--- src/rtl/lpg_pkg.sv ---
package lpg_pkg;
  localparam int unsigned NUM_INJ   = 3;
  localparam int unsigned NUM_TERMS = 4;

  // first generator stage used by weighted term k (term k ANDs k+1 stages)
  function automatic int unsigned term_start(input int unsigned k);
    return (k * (k + 1)) / 2;
  endfunction
endpackage

--- src/rtl/lpg_ring_prpg.sv ---
module lpg_ring_prpg #(
  parameter int unsigned N_STAGES = 16,
  parameter logic [N_STAGES-1:0] SEED = 16'hACE1,
  parameter int unsigned INJ_DST [lpg_pkg::NUM_INJ] = '{2, 6, 11},
  parameter int unsigned INJ_SRC [lpg_pkg::NUM_INJ] = '{12, 9, 4}
) (
  input  logic                clk_i,
  input  logic                rst_ni,
  input  logic                adv_i,
  output logic [N_STAGES-1:0] state_o
);
  logic [N_STAGES-1:0] state_q, inj, state_d;

  always_comb begin
    inj = '0;
    for (int k = 0; k < int'(lpg_pkg::NUM_INJ); k++) begin
      inj[INJ_DST[k]] = state_q[INJ_SRC[k]];
    end
    state_d = {state_q[N_STAGES-2:0], state_q[N_STAGES-1]} ^ inj;
  end

  always_ff @(posedge clk_i or negedge rst_ni) begin
    if (!rst_ni)    state_q <= SEED;
    else if (adv_i) state_q <= state_d;
  end

  assign state_o = state_q;

  p_prpg_nonzero_r3: assert property (@(posedge clk_i) disable iff (!rst_ni)
    state_q != '0);

  p_prpg_idle_r2: assert property (@(posedge clk_i) disable iff (!rst_ni)
    !adv_i |=> $stable(state_q));
endmodule

--- src/rtl/lpg_weight_ctrl.sv ---
module lpg_weight_ctrl #(
  parameter int unsigned N_STAGES = 16,
  parameter int unsigned CODE_W   = 4
) (
  input  logic                clk_i,
  input  logic                rst_ni,
  input  logic [N_STAGES-1:0] prpg_i,
  input  logic [CODE_W-1:0]   code_i,
  input  logic                shift_i,
  input  logic                load_i,
  output logic [N_STAGES-1:0] ctrl_o
);
  logic [CODE_W-1:0]   term;
  logic                wbit;
  logic [N_STAGES-1:0] sr_q, ctrl_q;

  // term k fires with probability 2^-(k+1); code MSB enables the heaviest term
  for (genvar k = 0; k < CODE_W; k++) begin : g_term
    localparam int unsigned START = lpg_pkg::term_start(k);
    assign term[k] = code_i[CODE_W-1-k] & (&prpg_i[START +: k+1]);
  end
  assign wbit = |term;

  always_ff @(posedge clk_i or negedge rst_ni) begin
    if (!rst_ni) begin
      sr_q   <= '0;
      ctrl_q <= '1;
    end else begin
      if (shift_i) sr_q   <= {sr_q[N_STAGES-2:0], wbit};
      if (load_i)  ctrl_q <= sr_q;
    end
  end

  assign ctrl_o = ctrl_q;

  p_sr_insert_r5: assert property (@(posedge clk_i) disable iff (!rst_ni)
    shift_i |=> sr_q[0] == $past(wbit));

  p_ctrl_load_r6: assert property (@(posedge clk_i) disable iff (!rst_ni)
    ($past(rst_ni) && $past(load_i)) |-> ctrl_q == $past(sr_q));
endmodule

--- src/rtl/lpg_hold_bank.sv ---
module lpg_hold_bank #(
  parameter int unsigned N_STAGES = 16
) (
  input  logic                clk_i,
  input  logic                rst_ni,
  input  logic [N_STAGES-1:0] prpg_i,
  input  logic [N_STAGES-1:0] xp_i,
  output logic [N_STAGES-1:0] lat_o
);
  logic [N_STAGES-1:0] held_q;

  for (genvar i = 0; i < N_STAGES; i++) begin : g_lat
    assign lat_o[i] = xp_i[i] ? prpg_i[i] : held_q[i];

    p_hold_keep_r7: assert property (@(posedge clk_i) disable iff (!rst_ni)
      ($past(rst_ni) && !xp_i[i]) |-> lat_o[i] == $past(lat_o[i]));
  end

  always_ff @(posedge clk_i or negedge rst_ni) begin
    if (!rst_ni) held_q <= '0;
    else         held_q <= lat_o;
  end
endmodule

--- src/rtl/lpg_phase_shifter.sv ---
module lpg_phase_shifter #(
  parameter int unsigned N_STAGES = 16,
  parameter int unsigned N_CHAINS = 8,
  parameter int unsigned OFF_B    = 5,
  parameter int unsigned OFF_C    = 11
) (
  input  logic [N_STAGES-1:0] lat_i,
  output logic [N_CHAINS-1:0] scan_o
);
  for (genvar c = 0; c < N_CHAINS; c++) begin : g_chain
    localparam int unsigned TA = c % N_STAGES;
    localparam int unsigned TB = (c + OFF_B) % N_STAGES;
    localparam int unsigned TC = (c + OFF_C) % N_STAGES;
    assign scan_o[c] = lat_i[TA] ^ lat_i[TB] ^ lat_i[TC];
  end
endmodule

--- src/rtl/lp_pattern_gen.sv ---
module lp_pattern_gen #(
  parameter int unsigned N_STAGES = 16,
  parameter int unsigned N_CHAINS = 8,
  parameter int unsigned CODE_W   = 4,
  parameter logic [N_STAGES-1:0] SEED = 16'hACE1,
  parameter int unsigned INJ_DST [lpg_pkg::NUM_INJ] = '{2, 6, 11},
  parameter int unsigned INJ_SRC [lpg_pkg::NUM_INJ] = '{12, 9, 4},
  parameter int unsigned PS_OFF_B = 5,
  parameter int unsigned PS_OFF_C = 11
) (
  input  logic                clk_i,
  input  logic                rst_ni,
  input  logic [CODE_W-1:0]   sw_code_i,
  input  logic                pat_load_i,
  input  logic                shift_en_i,
  output logic [N_CHAINS-1:0] scan_o
);
  logic [N_STAGES-1:0] prpg, ctrl, xp, lat;
  logic                lp_off;

  lpg_ring_prpg #(
    .N_STAGES(N_STAGES), .SEED(SEED), .INJ_DST(INJ_DST), .INJ_SRC(INJ_SRC)
  ) i_prpg (
    .clk_i(clk_i), .rst_ni(rst_ni), .adv_i(shift_en_i), .state_o(prpg)
  );

  lpg_weight_ctrl #(.N_STAGES(N_STAGES), .CODE_W(CODE_W)) i_wctrl (
    .clk_i(clk_i), .rst_ni(rst_ni), .prpg_i(prpg), .code_i(sw_code_i),
    .shift_i(shift_en_i), .load_i(pat_load_i), .ctrl_o(ctrl)
  );

  assign lp_off = ~|sw_code_i;
  assign xp     = ctrl | {N_STAGES{lp_off}};

  lpg_hold_bank #(.N_STAGES(N_STAGES)) i_hold (
    .clk_i(clk_i), .rst_ni(rst_ni), .prpg_i(prpg), .xp_i(xp), .lat_o(lat)
  );

  lpg_phase_shifter #(
    .N_STAGES(N_STAGES), .N_CHAINS(N_CHAINS), .OFF_B(PS_OFF_B), .OFF_C(PS_OFF_C)
  ) i_ps (
    .lat_i(lat), .scan_o(scan_o)
  );

  p_lp_off_r8: assert property (@(posedge clk_i) disable iff (!rst_ni)
    (sw_code_i == '0) |-> lat == prpg);
endmodule

--- config.mk ---
export PLATFORM = sky130hd
export DESIGN_NAME = lp_pattern_gen
export DESIGN_NICKNAME = d
export VERILOG_FILES = /design/src/rtl/lpg_pkg.sv /design/src/rtl/lpg_ring_prpg.sv /design/src/rtl/lpg_weight_ctrl.sv /design/src/rtl/lpg_hold_bank.sv /design/src/rtl/lpg_phase_shifter.sv /design/src/rtl/lp_pattern_gen.sv
export SDC_FILE = /design/constraint.sdc
export NUM_CORES = 1
export LEC_CHECK = 0
export ABC_CLOCK_PERIOD_IN_PS = 4700
export BUFFER_PORTS_ARGS = -buffer_cell sky130_fd_sc_hd__buf_2
export CAP_MARGIN = 20
export CELL_PAD_IN_SITES_DETAIL_PLACEMENT = 0
export CELL_PAD_IN_SITES_GLOBAL_PLACEMENT = 1
export CORE_UTILIZATION = 54
export DETAILED_ROUTE_END_ITERATION = 8
export HOLD_SLACK_MARGIN = 0.05
export PLACE_DENSITY_LB_ADDON = 0.15
export SETUP_SLACK_MARGIN = 0.2
export SLEW_MARGIN = 20
export SYNTH_ARGS = -nofsm -noshare
export SYNTH_HDL_FRONTEND = slang
export SYNTH_SLANG_ARGS = --single-unit
--- constraint.sdc ---
create_clock -name clk_i -period 4.7 [get_ports clk_i]
set_input_delay 1.41 -clock clk_i [delete_from_list [all_inputs] [get_ports clk_i]]
set_output_delay 1.41 -clock clk_i [all_outputs]
set_load 0.02 [all_outputs]
==> flow_metrics.tcl, run 1 <==
set metrics [dict create \
    synth_top_family_by_area "multiplexers" \
    gr-usage-all-layers 0.203 \
    synthSimpleGateAreaFrac 0.0414 \
    h-tree-depth 3 \
    end_kind "output pin" \
    clock_path_buffers 2 \
    syn_area_um2 2750 \
    root_buffer "clkbuf_8" \
    grt-ovfl-total 0 \
    grt_max_degree 52 \
    fillerInstances 379 \
    synth_area_leader_cell "dfrtp_1" \
    synthTopCellsByArea "dfrtp_1 (36%), dfstp_2 (23%), mux2_2 (21%), xor3_1 (3.5%), xnor3_1 (3.3%)" \
    dp_hpwl_um 3120 \
    vias_per_cell 5.20 \
    synthCells 179 \
    async_flop_share 1.00 \
    row_count 25 \
    antenna_found_initial 0 \
    stdcell_count 272 \
    cts_setup_buffers 0 \
    synth_mux_area_frac 0.254 \
    n_antenna_cell 0 \
    synth.ff_latch_count 64 \
    nets 208 \
    cts_tree "built" \
    finalWirelength_um 4580 \
    hold_buffers 0 \
    setup-violations-final 0 \
    syn_nets 187 \
    slew_violations 0 \
    fp.dieH_um 73.4 \
    synth_fa_ha_area_frac 0 \
    synth-edff-count 0 \
    synth-compound-area-share 0.0118 \
    syn_to_final_growth_pct 12.0 \
    setup_tns_ps 0 \
    slew_headroom 0.480 \
    rsz0062_at_grt "yes" \
    clk_latency_ps 320 \
    crit_type "in -> out" \
    synth_top_area_share 0.364 \
    arrival_ps 3020 \
    gp_congestion 0.767 \
    coreArea_um2 4820 \
    critPathMaxFanout 16 \
    finalCritPeriodShare 0.943 \
    required_ps 3290 \
    hold_viol 0 \
    avgSynthCellArea_um2 15.4 \
    status "complete, no violations" \
    drtIter0Drc 99 \
    die_w_um 73.4 \
    synth_xor_area_frac 0.0769 \
    drive_gt1_frac 0.546 \
    ys_seq_area_frac 0.593 \
    synthMostInstantiatedCell "mux2_2" \
    firstDrtPassIters 4 \
    grt_pass1_wl_um 7780 \
    synth_top_flop_cell "dfrtp_1" \
    p_per_area_nw_per_um2 874 \
    routedWlPerCell_um 16.8 \
    ir_drop_uv 669 \
    floorplan.die_area_um2 5380 \
    postCtsResizedCells 0 \
    worstMarginPinSlew_ps 780 \
    vias 1415 \
    initial_core_util 0.571 \
    ys_top_cells_by_count "mux2_2 (52), dfrtp_1 (40), dfstp_2 (24)" \
    antenna_left 0 \
    ioPinCount 16 \
    dp_cells 256 \
    cts_made_buffers 9 \
    path_common_cell "buf_2" \
    crit_family "buffers and inverters" \
    crit_slowest_cell "xnor3_1" \
    clock_sinks 64 \
    ys_warn_count 0 \
    fmax_mhz 226 \
    setup.worst_path.start_class "input port" \
    min_path_type "reg -> reg" \
    skew_ps 5.43 \
    clk_pin_slew_ps 60 \
    portBuffers 15 \
    cap_violations 0 \
    drcViolationCount 0 \
    cp.buffers_inverters 3 \
    critPathMaxStageDelay_ps 430 \
    synth_cell_type_count 21 \
    grt_pass1_vias 1545 \
    worstPathCellList "buf_2, nor4_4, buf_4, nor2_1, mux2i_2, xnor3_1, buf_2" \
    p_leak_nw 1.31 \
    fin_crit_ps 4430 \
]
## report_power, final
part | total (mW) | internal, mW | switching [mW]
clock network | 0.420 | 0.236 | 0.184
registers | 1.12 | 0.910 | 0.208
logic | 1.16 | 0.643 | 0.514
## metrics by stage
stage	utilization	area, um2	setup slack [ps]	total power [mW]	hold WS, ps
after floorplan	-	2750	519	1.97	469
after global placement	0.600	2890	270	2.25	485
after detailed placement	0.600	2890	222	2.29	494
after CTS	0.638	3070	218	2.72	508
after global routing	0.640	3080	200	2.86	527
final	0.640	3080	268	2.69	501
## cell type report
| type | count | area [um2] | share of cell area |
|---|---|---|---|
| sequential | 64 | 1630 | 0.529 |
| multi-input combinational | 100 | 1060 | 0.345 |
| clock buffer | 16 | 180 | 0.0585 |
| timing repair buffer | 17 | 92.6 | 0.0300 |
| tap | 67 | 83.8 | 0.0272 |
| inverter | 8 | 30.0 | 0.00974 |
## flip-flops by register name, indices dropped and copies added, names as in the netlist
register,flops
i_hold.held_q,16
i_prpg.state_o,16
i_wctrl.ctrl_o,16
i_wctrl.sr_q,16
## cell families after synthesis
logic type	count (synthesis)
AOI/OAI and AO/OA	5
xor gates and xnor gates	11
buffers and inverters	15
DFF	64
muxes	60
and+or+nand+nor	24
## worst paths after layout
path,start,end,slack (ps),cells past startpoint
min reg2reg,i_hold.held_q[0]$_DFF_PN0_,i_hold.held_q[0]$_DFF_PN0_,500,2
min,i_hold.held_q[0]$_DFF_PN0_,i_hold.held_q[0]$_DFF_PN0_,500,2
max in group asynchronous,rst_ni,i_prpg.state_o[11]$_DFFE_PN1P_,2890,2
max,sw_code_i[3],scan_o[1],270,7
max reg2reg,i_wctrl.ctrl_o[2]$_DFFE_PN1P_,i_hold.held_q[2]$_DFF_PN0_,3570,3
min in group asynchronous,rst_ni,i_wctrl.sr_q[8]$_DFFE_PN0P_,1100,1
## tightest hold or removal path, stage by stage, from the launching register on
cell	delay [ps]
dfrtp_1	330
mux2i_2	80
inv_1	50
## metal layers
layer / part of all wire / vias up / global-route usage
li1: - / 658 / -
met1: 0.47 / 727 / 0.285
met2: 0.49 / 24 / 0.301
met3: 0.030 / 6 / 0.0494
met4: 0.012 / 0 / 0.0897
met5: 0 / - / 0
## layout by cell type (no fill, tap or decap), types with 2 or more instances in the layout
master	synthesis	routed
mux2_2	52	52
clkbuf_8	0	12
buf_4	0	3
mux2i_1	4	2
buf_2	0	14
xnor3_1	4	4
xnor2_1	3	3
dfrtp_1	40	40
dfstp_2	24	24
clkbuf_1	3	4
a21oi_1	3	3
xor3_1	4	4
mux2i_2	2	4
inv_1	8	8
nor2_1	20	20
mux2i_4	2	2
(Power assumes the default switching activity.)
==> run 2: changes to the inputs <==
--- a/config.mk
+++ b/config.mk
@@ -5,12 +5,13 @@
 export SDC_FILE = /design/constraint.sdc
 export NUM_CORES = 1
 export LEC_CHECK = 0
+export ABC_AREA = 1
 export ABC_CLOCK_PERIOD_IN_PS = 4700
 export BUFFER_PORTS_ARGS = -buffer_cell sky130_fd_sc_hd__buf_2
 export CAP_MARGIN = 20
 export CELL_PAD_IN_SITES_DETAIL_PLACEMENT = 0
 export CELL_PAD_IN_SITES_GLOBAL_PLACEMENT = 1
-export CORE_UTILIZATION = 54
+export CORE_UTILIZATION = 50
 export DETAILED_ROUTE_END_ITERATION = 8
 export HOLD_SLACK_MARGIN = 0.05
 export PLACE_DENSITY_LB_ADDON = 0.15
==> flow_metrics.tcl, run 2 <==
set metrics [dict create \
    status "complete, no violations" \
    ys_top_cells_by_count "nand2_1 (124), o21ai_0 (42), dfrtp_1 (40), inv_1 (40), nand3_1 (31)" \
    cp-startpoint "sw_code_i[1]" \
    fillerInstances 575 \
    gr-usage-all-layers 0.220 \
    rsz0062_at_grt "no" \
    setup_tns_ps 0 \
    synth_top_area_share 0.323 \
    finalWirelength_um 6210 \
    fmax_mhz 243 \
    end_kind "output pin" \
    slew_violations 0 \
    cts_tree "built" \
    dp_cells 446 \
    grt_pass1_wl_um 10500 \
    nets 390 \
    p_leak_nw 1.63 \
    ir_drop_uv 273 \
    syn_nets 376 \
    async_flop_share 1.00 \
    rr_endpoint "i_wctrl.sr_q[0]$_DFFE_PN0P_" \
    stdcell_count 462 \
    syn_to_final_growth_pct 9.45 \
    clock_sinks 64 \
    ys_warn_count 0 \
    floorplan.die_area_um2 6510 \
    p_per_area_nw_per_um2 589 \
    cap_violations 0 \
    synth.ff_latch_count 64 \
    grt-ovfl-total 0 \
    h-tree-depth 3 \
    clk_latency_ps 340 \
    setup.worst_path.end "scan_o[7]" \
    routedWlPerCell_um 13.4 \
    worstMarginPinSlew_ps 874 \
    vias 2352 \
    portBuffers 15 \
    postCtsResizedCells 0 \
    vias_per_cell 5.09 \
    avgSynthCellArea_um2 8.42 \
    crit_type "in -> out" \
    row_count 28 \
    root_buffer "clkbuf_8" \
    hold_start "i_wctrl.sr_q[10]$_DFFE_PN0P_" \
    clk_pin_slew_ps 70 \
    grt_max_degree 43 \
    setup.worst_path.start_class "input port" \
    slew_headroom 0.417 \
    synth_cell_type_count 23 \
    synthTopCellsByArea "dfrtp_1 (32%), dfstp_2 (20%), nand2_1 (15%), o21ai_0 (6.8%), nand3_1 (5.0%)" \
    antenna_found_initial 0 \
    r2r_slack_ps 3650 \
    drcViolationCount 0 \
    cts_setup_buffers 0 \
    whs_ps 479 \
    synth-edff-count 0 \
    layout_commonest_cell "nand2_1" \
    rr_startpoint "i_prpg.state_o[7]$_DFFE_PN1P_" \
    firstDrtPassIters 4 \
    fp.dieH_um 80.7 \
    finalCritPeriodShare 0.876 \
    required_ps 3290 \
    antenna_left 0 \
    syn_area_um2 3100 \
    skew_ps 9.37 \
    fin_crit_ps 4120 \
    min_path_type "reg -> reg" \
    ys_seq_area_frac 0.527 \
    grt_pass1_vias 2153 \
    initial_core_util 0.520 \
    mostFrequentLayoutCells "nand2_1 (124), o21ai_0 (42), inv_1 (40), dfrtp_1 (40), nand3_1 (31)" \
    synthMostInstantiatedCell "nand2_1" \
    ioPinCount 16 \
    synthCells 368 \
    drtIter0Drc 177 \
    gp_congestion 0.733 \
    n_antenna_cell 0 \
    synth_top_flop_cell "dfrtp_1" \
    reg2reg_depth 4 \
    synth_area_leader_cell "dfrtp_1" \
    dp_hpwl_um 4250 \
    arrival_ps 2710 \
    hold_buffers 0 \
    clock_path_buffers 2 \
    hold_viol 0 \
    cts_made_buffers 9 \
    die_w_um 80.7 \
    setup-violations-final 0 \
    drive_gt1_frac 0.235 \
    critPathMaxFanout 42 \
    coreArea_um2 5960 \
]
==> run 2: critical path, stage by stage <==
cell and delay, ps:
buf_2 110, nor2_2 150, nand2_4 320, nand2_1 200
nand2_1 60, nand2_1 90, nand2_1 80, nand3_1 80
nand2_1 50, buf_2 150
==> run 2: final cells by class <==
class / count / area (um2) / area share
clock inverter: 5 / 55.1 / 0.0162
sequential: 64 / 1630 / 0.481
multi-input combinational: 249 / 1220 / 0.359
tap: 75 / 93.8 / 0.0277
inverter: 42 / 158 / 0.0465
clock buffer: 11 / 151 / 0.0446
timing repair buffer: 16 / 82.6 / 0.0244
==> run 2: stage by stage <==
stage               area [um2]  utilization  total power, mW  setup WS, ps
floorplan                 3100            -             1.33          1070
global placement          3180        0.535             1.50           570
detailed placement        3180        0.535             1.52           552
CTS                       3390        0.569             2.01           554
global route              3390        0.569             2.14           417
finish                    3390        0.569             2.00           583
==> run 2: how the worst min path moves through the flow <==
stage | end | slack, ps | cells past startpoint
3_5_place_dp | i_prpg.state_o[13]$_DFFE_PN1P_ | 470 | 2
3_3_place_gp | i_wctrl.ctrl_o[10]$_DFFE_PN1P_ | 470 | 2
5_1_grt | i_prpg.state_o[13]$_DFFE_PN1P_ | 520 | 2
4_1_cts | i_prpg.state_o[13]$_DFFE_PN1P_ | 480 | 2
2_1_floorplan | i_prpg.state_o[13]$_DFFE_PN1P_ | 450 | 2
6_report | i_wctrl.ctrl_o[10]$_DFFE_PN1P_ | 480 | 2
==> run 2: cells by family after synthesis <==
kind of cell              after synthesis  synth area share
buffers and inverters                  55            0.0800
xor gates and xnor gates                3           0.00848
and+or+nand+nor                       200             0.309
AOI/OAI and AO/OA                      46            0.0755
DFF                                    64             0.527
==> run 2: metal layers <==
metal	part of all wire	global-route usage	vias to the layer above	routed length, um
met1	0.51	0.307	1127	3150
met4	0.019	0.104	0	118
met3	0.024	0.0420	8	150
met2	0.45	0.331	28	2790
li1	-	-	1189	-
met5	0	0	-	0
==> run 2: power breakdown <==
part	switching [mW]	internal, mW
sequential	0.116	0.738
clock	0.218	0.272
combinational	0.410	0.242
total	0.744	1.25
